`src/rtl/zstack_alu.sv`:
```
module zstack_alu #(
  parameter int DW    = 4,
  parameter int DEPTH = 8
) (
  input  logic                         clk,
  input  logic                         rst_n,
  input  logic                         mc_en,
  input  logic [3:0]                   op,
  input  logic [DW-1:0]                din,
  output logic [DW-1:0]                tos,
  output logic [DW-1:0]                nos,
  output logic [$clog2(DEPTH+1)-1:0]   depth,
  output logic                         carry,
  output logic                         branch,
  output logic                         ovf_err,
  output logic                         unf_err
);
  localparam int PW = $clog2(DEPTH+1);
  localparam logic [PW-1:0] FULL = PW'(DEPTH);
  localparam logic [PW-1:0] TWO  = PW'(2);

  localparam logic [3:0] OP_PUSH = 4'h1, OP_DROP = 4'h2,
                         OP_ADD  = 4'h3, OP_ADDC = 4'h4,
                         OP_SUB  = 4'h5, OP_SUBB = 4'h6,
                         OP_AND  = 4'h7, OP_OR   = 4'h8,
                         OP_XOR  = 4'h9, OP_NOT  = 4'hA,
                         OP_SHL  = 4'hB, OP_SHR  = 4'hC,
                         OP_ROL  = 4'hD, OP_ROR  = 4'hE;

  logic [DW-1:0] stk [DEPTH];
  logic [DW-1:0] res;
  logic [DW:0]   sum;
  logic          nc, nb;

  assign tos = stk[0];
  assign nos = stk[1];

  wire is_bin = (op >= OP_ADD) && (op <= OP_XOR);
  wire is_un  = (op >= OP_NOT) && (op <= OP_ROR);

  always_comb begin
    sum = '0;
    res = stk[0];
    nc  = carry;
    nb  = branch;
    case (op)
      OP_ADD:  sum = {1'b0, stk[1]} + {1'b0, stk[0]};
      OP_ADDC: sum = {1'b0, stk[1]} + {1'b0, stk[0]} + {{DW{1'b0}}, carry};
      OP_SUB:  sum = {1'b0, stk[1]} - {1'b0, stk[0]};
      OP_SUBB: sum = {1'b0, stk[1]} - {1'b0, stk[0]} - {{DW{1'b0}}, carry};
      default: sum = '0;
    endcase
    case (op)
      OP_ADD, OP_ADDC, OP_SUB, OP_SUBB: begin
        res = sum[DW-1:0]; nc = sum[DW]; nb = (sum[DW-1:0] == '0);
      end
      OP_AND: begin res = stk[1] & stk[0]; nb = (res == '0); end
      OP_OR:  begin res = stk[1] | stk[0]; nb = (res == '0); end
      OP_XOR: begin res = stk[1] ^ stk[0]; nb = (res == '0); end
      OP_NOT: begin res = ~stk[0];         nb = (res == '0); end
      OP_SHL: begin res = {stk[0][DW-2:0], 1'b0};  nc = stk[0][DW-1]; nb = stk[0][DW-1]; end
      OP_SHR: begin res = {1'b0, stk[0][DW-1:1]};  nc = stk[0][0];    nb = stk[0][0];    end
      OP_ROL: begin res = {stk[0][DW-2:0], carry}; nc = stk[0][DW-1]; nb = stk[0][DW-1]; end
      OP_ROR: begin res = {carry, stk[0][DW-1:1]}; nc = stk[0][0];    nb = stk[0][0];    end
      default: ;
    endcase
  end

  always_ff @(posedge clk or negedge rst_n) begin
    if (!rst_n) begin
      for (int i = 0; i < DEPTH; i++) stk[i] <= '0;
      depth   <= '0;
      carry   <= 1'b0;
      branch  <= 1'b0;
      ovf_err <= 1'b0;
      unf_err <= 1'b0;
    end else if (mc_en) begin
      if (op == OP_PUSH) begin
        if (depth == FULL) ovf_err <= 1'b1;
        else begin
          for (int i = DEPTH-1; i > 0; i--) stk[i] <= stk[i-1];
          stk[0] <= din;
          depth  <= depth + 1'b1;
        end
      end else if (op == OP_DROP) begin
        if (depth == '0) unf_err <= 1'b1;
        else begin
          for (int i = 0; i < DEPTH-1; i++) stk[i] <= stk[i+1];
          stk[DEPTH-1] <= '0;
          depth <= depth - 1'b1;
        end
      end else if (is_bin) begin
        if (depth < TWO) unf_err <= 1'b1;
        else begin
          stk[0] <= res;
          for (int i = 1; i < DEPTH-1; i++) stk[i] <= stk[i+1];
          stk[DEPTH-1] <= '0;
          depth  <= depth - 1'b1;
          carry  <= nc;
          branch <= nb;
        end
      end else if (is_un) begin
        if (depth == '0) unf_err <= 1'b1;
        else begin
          stk[0] <= res;
          carry  <= nc;
          branch <= nb;
        end
      end
    end
  end

  assert_depth_bound_R9: assert property (@(posedge clk) disable iff (!rst_n)
    depth <= FULL);

  assert_idle_edge_R2: assert property (@(posedge clk) disable iff (!rst_n)
    !mc_en |=> $stable(depth) && $stable(tos) && $stable(carry) && $stable(branch));

  assert_push_top_R3: assert property (@(posedge clk) disable iff (!rst_n)
    mc_en && op == OP_PUSH && depth != FULL |=> depth == $past(depth) + 1'b1 && tos == $past(din));

  assert_add_sum_R4: assert property (@(posedge clk) disable iff (!rst_n)
    mc_en && op == OP_ADD && depth >= TWO |=> {carry, tos} == {1'b0, $past(nos)} + {1'b0, $past(tos)});

  assert_no_overflow_R9: assert property (@(posedge clk) disable iff (!rst_n)
    mc_en && op == OP_PUSH && depth == FULL |=> ovf_err && $stable(depth) && $stable(tos));

  assert_underflow_hold_R10: assert property (@(posedge clk) disable iff (!rst_n)
    mc_en && is_bin && depth < TWO |=> unf_err && $stable(depth) && $stable(carry));

  assert_sticky_err_R10: assert property (@(posedge clk) disable iff (!rst_n)
    unf_err |=> unf_err);

  assert_binary_pop_R11: assert property (@(posedge clk) disable iff (!rst_n)
    mc_en && is_bin && depth >= TWO |=> depth == $past(depth) - 1'b1);
endmodule

```
`config.mk`:
```
export PLATFORM = sky130hd
export DESIGN_NAME = zstack_alu
export DESIGN_NICKNAME = d
export VERILOG_FILES = /design/src/rtl/zstack_alu.sv
export SDC_FILE = /design/constraint.sdc
export NUM_CORES = 1
export LEC_CHECK = 0
export BUFFER_PORTS_ARGS = -buffer_cell sky130_fd_sc_hd__clkbuf_2
export CORE_MARGIN = 4
export CORE_UTILIZATION = 45
export DETAILED_ROUTE_END_ITERATION = 8
export PLACE_DENSITY_LB_ADDON = 0.08
export SLEW_MARGIN = 20
export SYNTH_ARGS = -nofsm -noshare
export SYNTH_HDL_FRONTEND = slang
export SYNTH_SLANG_ARGS = --single-unit
```
`constraint.sdc`:
```
create_clock -name clk -period 3.7 [get_ports clk]
set_input_delay 0.74 -clock clk [delete_from_list [all_inputs] [get_ports clk]]
set_output_delay 0.74 -clock clk [all_outputs]
set_load 0.05 [all_outputs]
```
==> results.txt, run 1 <==
Layout cell share with drive strength beyond 1 = 12.95%
Worst-path cell chain = ha_1, inv_1, fa_1, inv_1, ha_1, or4b_1, o21ai_1, a21oi_1, a31o_1, a41o_1, mux2_2
Max-cap violations = 0
Worst Skew = 14.17 ps
Global route overflow = 0
Rows = 31
Fillers = 764
Most frequent cell after synthesis = nand2_1
GRT Resource Usage Total = 21.21%
Later-pin clock latency in the skew report = 300 ps
Drt total wl = 9055 um
Pwr Density = 568.8 nW/um2
First-pass GRT wire length = 14790 um
Post-synth ARST share = 100.0%
Final setup violating endpoints = 0
Main synth FF type = dfrtp_1
RSZ-0062 raised after global routing = false
Cell family with most CP delay = adder cells
Root Driver = clkbuf_8
Crit path kind = flip-flop to flip-flop
Area growth syn-to-layout = 5.711%
Register bit total from synthesis = 40
Critical path's slowest cell = fa_1
Postcts setup bufs = 0
WP depth = 11
Data arrival, critical path = 3170 ps
CP endpoint = branch
Cell taking the most area after synthesis = dfrtp_1
Critical Path End Type = flip-flop
Ant. Diodes = 0
Worst Setup Start Kind = flip-flop
CTS tree = yes
Core area = 7292 um2
Post-DP HPWL = 6555 um
Routed len/inst = 17.55 um
Leak pwr = 1.583 nW
Buffers on Ports = 26
Die area = 9000 um2
GPL Wtd Cong = 0.9044
IO Pins = 27
Number of global-route vias before repair = 2829
Min Tclk post-route = 2972 ps
Synthesis Warnings = 0
Hold path cells = 1
Min Hold Slack = 464.0 ps
Longest Clk Path Bufs = 2
Post-synth EDFFs = 0
Status = finished clean
Cell area after synthesis = 3396 um2
Reg2reg setup slack = 730 ps
Syn nets = 442
Footprint of the multi-input gates = 2111 um2
Number of hold buffers added after CTS = 0
Rel. slew slack = 53.14%
Crit path buffers/inverters = 2
Drt drc = 0
Critical R2R Launch = tos[0]
H-tree depth = 2
FMAX = 336.5 MHz
Slowest stage delay, CP = 510 ps
Clk sinks = 40
Max Slew Vio Count = 0
Tcrit/Tclk final = 80.32%
Clock-pin slew on the worst setup and hold paths = 90 ps
Die span in y = 94.87 um
CP max FO = 6
Syn Inst Count = 410
Setup_tns = 0 ps
Pin count of the biggest net entering global routing = 41
Type of the worst min-delay path = flip-flop to flip-flop
Area contributors post-synth = dfrtp_1 (29%), ha_1 (6.6%), mux2i_1 (6.2%)
Initial antenna violation count = 0
NumNets Final = 449
CP required = 3890 ps
Peak supply drop = 430.5 uV
Setup crit start = tos[0]
Mean Syn Cell Area = 8.282 um2
CTS buffer count = 5
Synth cell types = 65
First-pass DRT Iterations = 6
Synth top area share = 29.48%
Via/cell ratio = 5.924
Worst-Margin Slew = 697.6 ps
DRT antenna net count = 0
Commonest cells post-synth = nand2_1 (50), dfrtp_1 (40), o21ai_1 (32)
Post-CTS Resized = 0
Fin. Hold Viols = 0
FF+latch area = 1001 um2
Core Util, Final = 49.23%
Starting Density = 46.57%
RR Endpoint = branch
Reg2Reg Depth = 11
Register area share after synthesis = 29.48%
Overall die width = 94.87 um
Vias post-DR = 3057
Starting DRC count in detailed routing = 424
[final cells by class]
type | count | area share [%]
multi-input cells | 314 | 58.80
well taps | 99 | 3.451
clock inverters | 2 | 0.3486
flip-flops and latches | 40 | 27.88
inverters | 22 | 2.300
clock buffers | 5 | 1.917
repair buffers | 34 | 5.298
[metal layers]
metal | share of wire (%) | wire length (um) | vias up | track usage (%)
met4 | 2.6 | 231 | 0 | 7.091
met5 | 0 | 0 | - | 0
met1 | 46 | 4206 | 1414 | 32.01
li1 | - | - | 1481 | -
met2 | 43 | 3937 | 136 | 30.53
met3 | 7.5 | 680 | 26 | 3.426
[worst min path at each step]
stage               startpoint       to  slack [ps]
CTS                    unf_err  unf_err         470
global placement       unf_err  unf_err         440
global route           unf_err  unf_err         490
floorplan                rst_n   branch         440
detailed placement     unf_err  unf_err         450
finish                 unf_err  unf_err         460
[kinds of logic after synthesis]
logic type,after synthesis,synth area share (%)
simple gates,137,19.86
compound gates,122,22.81
buf+inv,56,8.585
flops,40,29.48
mux,25,7.516
fa+ha+maj,21,8.401
xor+xnor,9,3.353
[layout by cell type (no fill, tap or decap), drive strengths merged, types with 8 or more instances in the layout]
cell,instances
clkbuf,31
dfrtp,40
nand3,12
nor3,12
ha,18
inv,22
nand2,50
nor2b,8
buf,8
mux2i,21
o21ai,44
a21oi,30
nor2,21
[flip-flops by register name (all words and copies together) (netlist names)]
name	cells
stk	24
depth	4
ovf_err	1
tos	4
branch	1
carry	1
nos	4
unf_err	1
[worst reg2reg max path, delay by kind of cell, from the launching register on]
family / cells / cell delay [ps]
and+or+nand+nor: 1 / 470
muxes: 1 / 250
adders and majority gates: 3 / 970
AOI/OAI and AO/OA: 4 / 570
buffers and inverters: 2 / 140
DFF: 1 / 470
[per-stage QoR]
stage | std cells | setup slack (ps) | power, mW | area (um2)
CTS | 516 | 739.8 | 2.048 | 3590
global route | 516 | 582.8 | 2.191 | 3590
detailed placement | 509 | 607.2 | 1.752 | 3508
finish | 516 | 728.3 | 2.042 | 3590
global placement | 509 | 610.2 | 1.755 | 3508
floorplan | 410 | 864.8 | 1.516 | 3396
[where the power goes]
group	internal, mW	switching, mW	leakage, nW
Clock	0.128	0.164	0.0400
Combinational	0.401	0.731	1.01
Sequential	0.498	0.119	0.536
Note: power is estimated with default switching activity, not from simulation.
==> run 2, diff against run 1 <==
==> constraint.sdc (replaced) <==
create_clock -name clk -period 2.5 [get_ports clk]
set_input_delay 0.5 -clock clk [delete_from_list [all_inputs] [get_ports clk]]
set_output_delay 0.5 -clock clk [all_outputs]
set_load 0.05 [all_outputs]
==> run 2 against run 1 <==
Compared with the run above:
- the flow now finishes with violations (setup timing)
- wire length grew 9.1%
- non-clock buffer count up 52
- flip-flop and latch count unchanged
- total power increased by 71%
- fmax rose by 10%
- sequential share of layout area shrank 3.4 points
- count of clock-buffer cells in the layout did not move
- clock power increased by 48%
- die area unchanged
- global-route usage is 1.8 points higher
- critical endpoint unchanged
- largest cell class unchanged
==> results.txt, run 2 (synthesis gave the netlist of run 1 again) <==
Status = complete, but fails checks
Failing checks = setup timing
Final setup violating endpoints = 2
Pre-CTS setup slack = -264.9 ps
Final std cell area, no fill = 4091 um2
Die span in y = 94.87 um
Layout cell share with drive strength beyond 1 = 25.80%
Crit path buffers/inverters = 2
Drt drc = 0
Critical path's slowest cell = fa_1
CTS tree = yes
FF+latch area = 1001 um2
Drt total wl = 9875 um
Clock power frac = 12.4%
GPL Wtd Cong = 0.8974
Data arrival, critical path = 2890 ps
H-tree depth = 2
First-pass GRT wire length = 16040 um
CTS buffer count = 5
Clock-pin slew on the worst setup and hold paths = 80 ps
Cell family with most CP delay = adder cells
FMAX = 370.5 MHz
Switching Share = 47.77%
Buffers on Ports = 26
Core area = 7292 um2
Core Util, Final = 56.11%
First-pass DRT Iterations = 5
Later-pin clock latency in the skew report = 300 ps
Worst Setup Start Kind = flip-flop
Critical Path End Type = flip-flop
GRT Resource Usage Total = 23.00%
Slowest stage delay, CP = 520 ps
Longest Clk Path Bufs = 2
Rows = 31
Vias post-DR = 3231
Worst Skew = 3.714 ps
CP endpoint = branch
Number of hold buffers added after CTS = 0
IO Pins = 27
Combinational power share = 63.3%
Starting Density = 46.57%
Switching power = 1.666 mW
Routed len/inst = 17.39 um
Area growth syn-to-layout = 20.49%
Number of global-route vias before repair = 3123
Sequential Power Share = 24.3%
Crit path kind = flip-flop to flip-flop
Min Tclk post-route = 2699 ps
Leak pwr = 1.855 nW
Largest register FFs = 24
Clk sinks = 40
Final WS setup = -198.7 ps
Top reg by flops = stk
Die area = 9000 um2
Internal = 1.822 mW
Reg2reg setup slack = -200 ps
Setup_tns = -353.6 ps
Rel. slew slack = 57.93%
Most frequent CP cell = inv_2
Fillers = 718
RSZ-0062 raised after global routing = true
WP depth = 11
Critical R2R Launch = nos[0]
Worst-path cell chain = ha_2, inv_2, fa_1, inv_2, ha_4, or4b_1, o21ai_1, a21oi_1, a31o_1, a41o_1, mux2_2
Global route overflow = 0
Placed instance count = 557
Footprint of the multi-input gates = 2202 um2
Starting DRC count in detailed routing = 255
Pwr Density = 852.5 nW/um2
Reg2Reg Depth = 11
Area after DPL = 3884 um2
Commonest non-fill, non-tap cells in the layout = buf_4 (57), nand2_1 (49), dfrtp_1 (40)
Via/cell ratio = 5.688
Worst-Margin Slew = 631.0 ps
NumNets Final = 501
RR Endpoint = branch
Type of the worst min-delay path = input port to async pin
Min Hold Slack = 203.5 ps
Overall Power = 3.488 mW
Root Driver = clkbuf_8
Final cell count without fillers = 568
Initial antenna violation count = 0
Post-DP HPWL = 7514 um
Peak supply drop = 662.1 uV
Overall die width = 94.87 um
DRT antenna net count = 0
Tcrit/Tclk final = 107.9%
Max Slew Vio Count = 0
CP required = 2690 ps
Setup crit start = nos[0]
Ant. Diodes = 0
Max-cap violations = 0
Most common cell after layout, fill and taps aside = buf_4
CP max FO = 3
Fin. Hold Viols = 0
Pin count of the biggest net entering global routing = 59
==> run 2: what timing repair did <==
| item | 4_1_cts | 5_1_grt |
|---|---|---|
| pin swaps | 5 | 5 |
| endpoints found under the hold margin | 0 | 0 |
| setup endpoints to repair | 4 | 5 |
| resized for setup | 13 | 12 |
| gates cloned | 0 | 0 |
| setup buffers | 2 | 2 |
==> run 2: area by class of cell <==
| class | count | area share [%] |
|---|---|---|
| clock inverter | 2 | 0.3058 |
| clock buffer | 5 | 1.682 |
| inverter | 22 | 2.018 |
| multi-input combinational | 314 | 53.82 |
| tap | 99 | 3.028 |
| timing repair buffer | 86 | 14.68 |
| sequential | 40 | 24.46 |
==> run 2: worst min path at each step <==
stage / start / end / cells after the start
2_1_floorplan: rst_n / branch / 0
3_3_place_gp: unf_err / unf_err / 1
3_5_place_dp: unf_err / unf_err / 1
4_1_cts: rst_n / ovf_err / 1
5_1_grt: rst_n / depth[3] / 1
6_report: rst_n / ovf_err / 1
==> run 2: routing by layer <==
metal	part of all wire [%]	up-vias	global-route usage [%]	wire (um)
met3	5.5	11	3.745	543
met5	0	-	0	0
li1	-	1577	-	-
met4	1.4	0	7.091	137
met2	46	102	35.29	4563
met1	47	1541	33.10	4631
==> run 2: power by group through the flow <==
stage               combinational [mW]  sequential, mW  clock [mW]
finish                            2.21           0.848       0.432
CTS                               2.07           0.849       0.446
global route                      2.40           0.869       0.473
floorplan                         1.18            1.07           0
global placement                  2.00           0.857           0
detailed placement                2.01           0.860           0
==> run 3, diff against run 2 <==
--- a/config.mk
+++ b/config.mk
@@ -10,6 +10,7 @@
 export CORE_UTILIZATION = 45
 export DETAILED_ROUTE_END_ITERATION = 8
 export PLACE_DENSITY_LB_ADDON = 0.08
+export SKIP_CTS_REPAIR_TIMING = 1
 export SLEW_MARGIN = 20
 export SYNTH_ARGS = -nofsm -noshare
 export SYNTH_HDL_FRONTEND = slang
==> run 3 against run 2 <==
Compared with the run above:
- the run still ends with setup timing left
- die area unchanged
- worst hold slack about the same
- via count up 0.80%
- worst setup slack worse by 76 ps
- global-route usage down 0.22 points
- non-clock buffer count up 2
- fmax down 2.8%
- cell area up 0.12%
- clock skew up 1.8 ps
- highest routed layer unchanged
==> results.txt, run 3 (synthesis gave the netlist of run 1 again) <==
Setup_tns = -518.0 ps
Min Hold Slack = 203.6 ps
Later-pin clock latency in the skew report = 300 ps
Critical Path End Type = flip-flop
First-pass DRT Iterations = 5
Buffers on Ports = 26
Overall Power = 3.499 mW
First-pass GRT wire length = 15880 um
Pin count of the biggest net entering global routing = 59
GRT Resource Usage Total = 22.79%
Longest Clk Path Bufs = 2
IO Pins = 27
Global route overflow = 0
Type of the worst min-delay path = input port to async pin
Leak pwr = 1.869 nW
Most common cell after layout, fill and taps aside = buf_4
Top reg by flops = stk
RSZ-0062 raised after global routing = true
Drt drc = 0
Critical R2R Launch = nos[0]
Die span in y = 94.87 um
Final cell count without fillers = 570
CP required = 2690 ps
Clock-pin slew on the worst setup and hold paths = 80 ps
CP max FO = 4
Max-cap violations = 0
GPL Wtd Cong = 0.8974
Rows = 31
Core area = 7292 um2
Data arrival, critical path = 2960 ps
Final WS setup = -275.1 ps
Post-DP HPWL = 7514 um
Starting Density = 46.57%
Worst-Margin Slew = 626.6 ps
Status = complete, but fails checks
H-tree depth = 2
Rel. slew slack = 58.23%
Worst Skew = 5.524 ps
Worst Setup Start Kind = flip-flop
Via/cell ratio = 5.714
Largest register FFs = 24
Pwr Density = 854.2 nW/um2
RR Endpoint = branch
Ant. Diodes = 0
Clk sinks = 40
Drt total wl = 9946 um
Die area = 9000 um2
Reg2Reg Depth = 11
Layout cell share with drive strength beyond 1 = 26.54%
Initial antenna violation count = 0
Reg2reg setup slack = -280 ps
Area growth syn-to-layout = 20.63%
Failing checks = setup timing
Final setup violating endpoints = 2
Commonest non-fill, non-tap cells in the layout = buf_4 (59), nand2_1 (48), dfrtp_1 (40)
Fin. Hold Viols = 0
Overall die width = 94.87 um
Crit path kind = flip-flop to flip-flop
Fillers = 712
DRT antenna net count = 0
NumNets Final = 503
Root Driver = clkbuf_8
CTS tree = yes
Vias post-DR = 3257
Max Slew Vio Count = 0
CTS buffer count = 5
Starting DRC count in detailed routing = 244
Peak supply drop = 665.2 uV
FMAX = 360.4 MHz
Routed len/inst = 17.45 um
Tcrit/Tclk final = 111.0%
Min Tclk post-route = 2775 ps
Placed instance count = 557
Number of global-route vias before repair = 3055
[run 3: worst max-delay path, stage by stage (launching register included)]
cell and delay [ps]:
dfrtp_1 400, ha_2 210, inv_2 50, fa_1 520, inv_2 60, ha_4 160
or4b_1 470, o21ai_1 100, a21oi_1 80, a31o_1 200, a41o_1 170, mux2_2 250
[run 3: report_power, final]
| group | internal [mW] | switching (mW) | total, mW |
|---|---|---|---|
| registers | 0.738 | 0.110 | 0.848 |
| clock network | 0.189 | 0.242 | 0.431 |
| logic | 0.909 | 1.31 | 2.22 |
[run 3: worst max path at each step]
| stage | slack [ps] | depth (start not counted) | to | start |
|---|---|---|---|---|
| floorplan | -200 | 11 | branch | tos[0] |
| global placement | -190 | 11 | branch | nos[0] |
| detailed placement | -260 | 11 | branch | nos[0] |
| CTS | -270 | 11 | branch | nos[0] |
| global route | -390 | 11 | branch | nos[0] |
| finish | -280 | 11 | branch | nos[0] |
[run 3: layout make-up]
cell class,count,area (um2),share of cell area (%)
Sequential cell,40,1001,24.43
Multi-Input combinational cell,314,2192,53.51
Timing Repair Buffer,88,615.6,15.03
Clock buffer,5,68.82,1.680
Tap cell,99,123.9,3.024
Clock inverter,2,12.51,0.3054
Inverter,22,82.58,2.016
[run 3: metal layers]
metal  track usage [%]  vias up  wire length [um]
met1             33.10     1565              4742
met3             3.745       11               503
met4             5.769        0               157
met2             35.17       97              4543
li1                  -     1584                 -
met5                 0        -                 0
[run 3: stage by stage]
step	worst slack (ps)	area, um2	utilization [%]
after global placement	-189.3	3884	53.26
after detailed placement	-264.9	3884	53.26
final	-275.1	4096	56.18
after CTS	-267.0	3965	54.38
after global routing	-393.1	4096	56.18
after floorplan	-196.3	3398	-
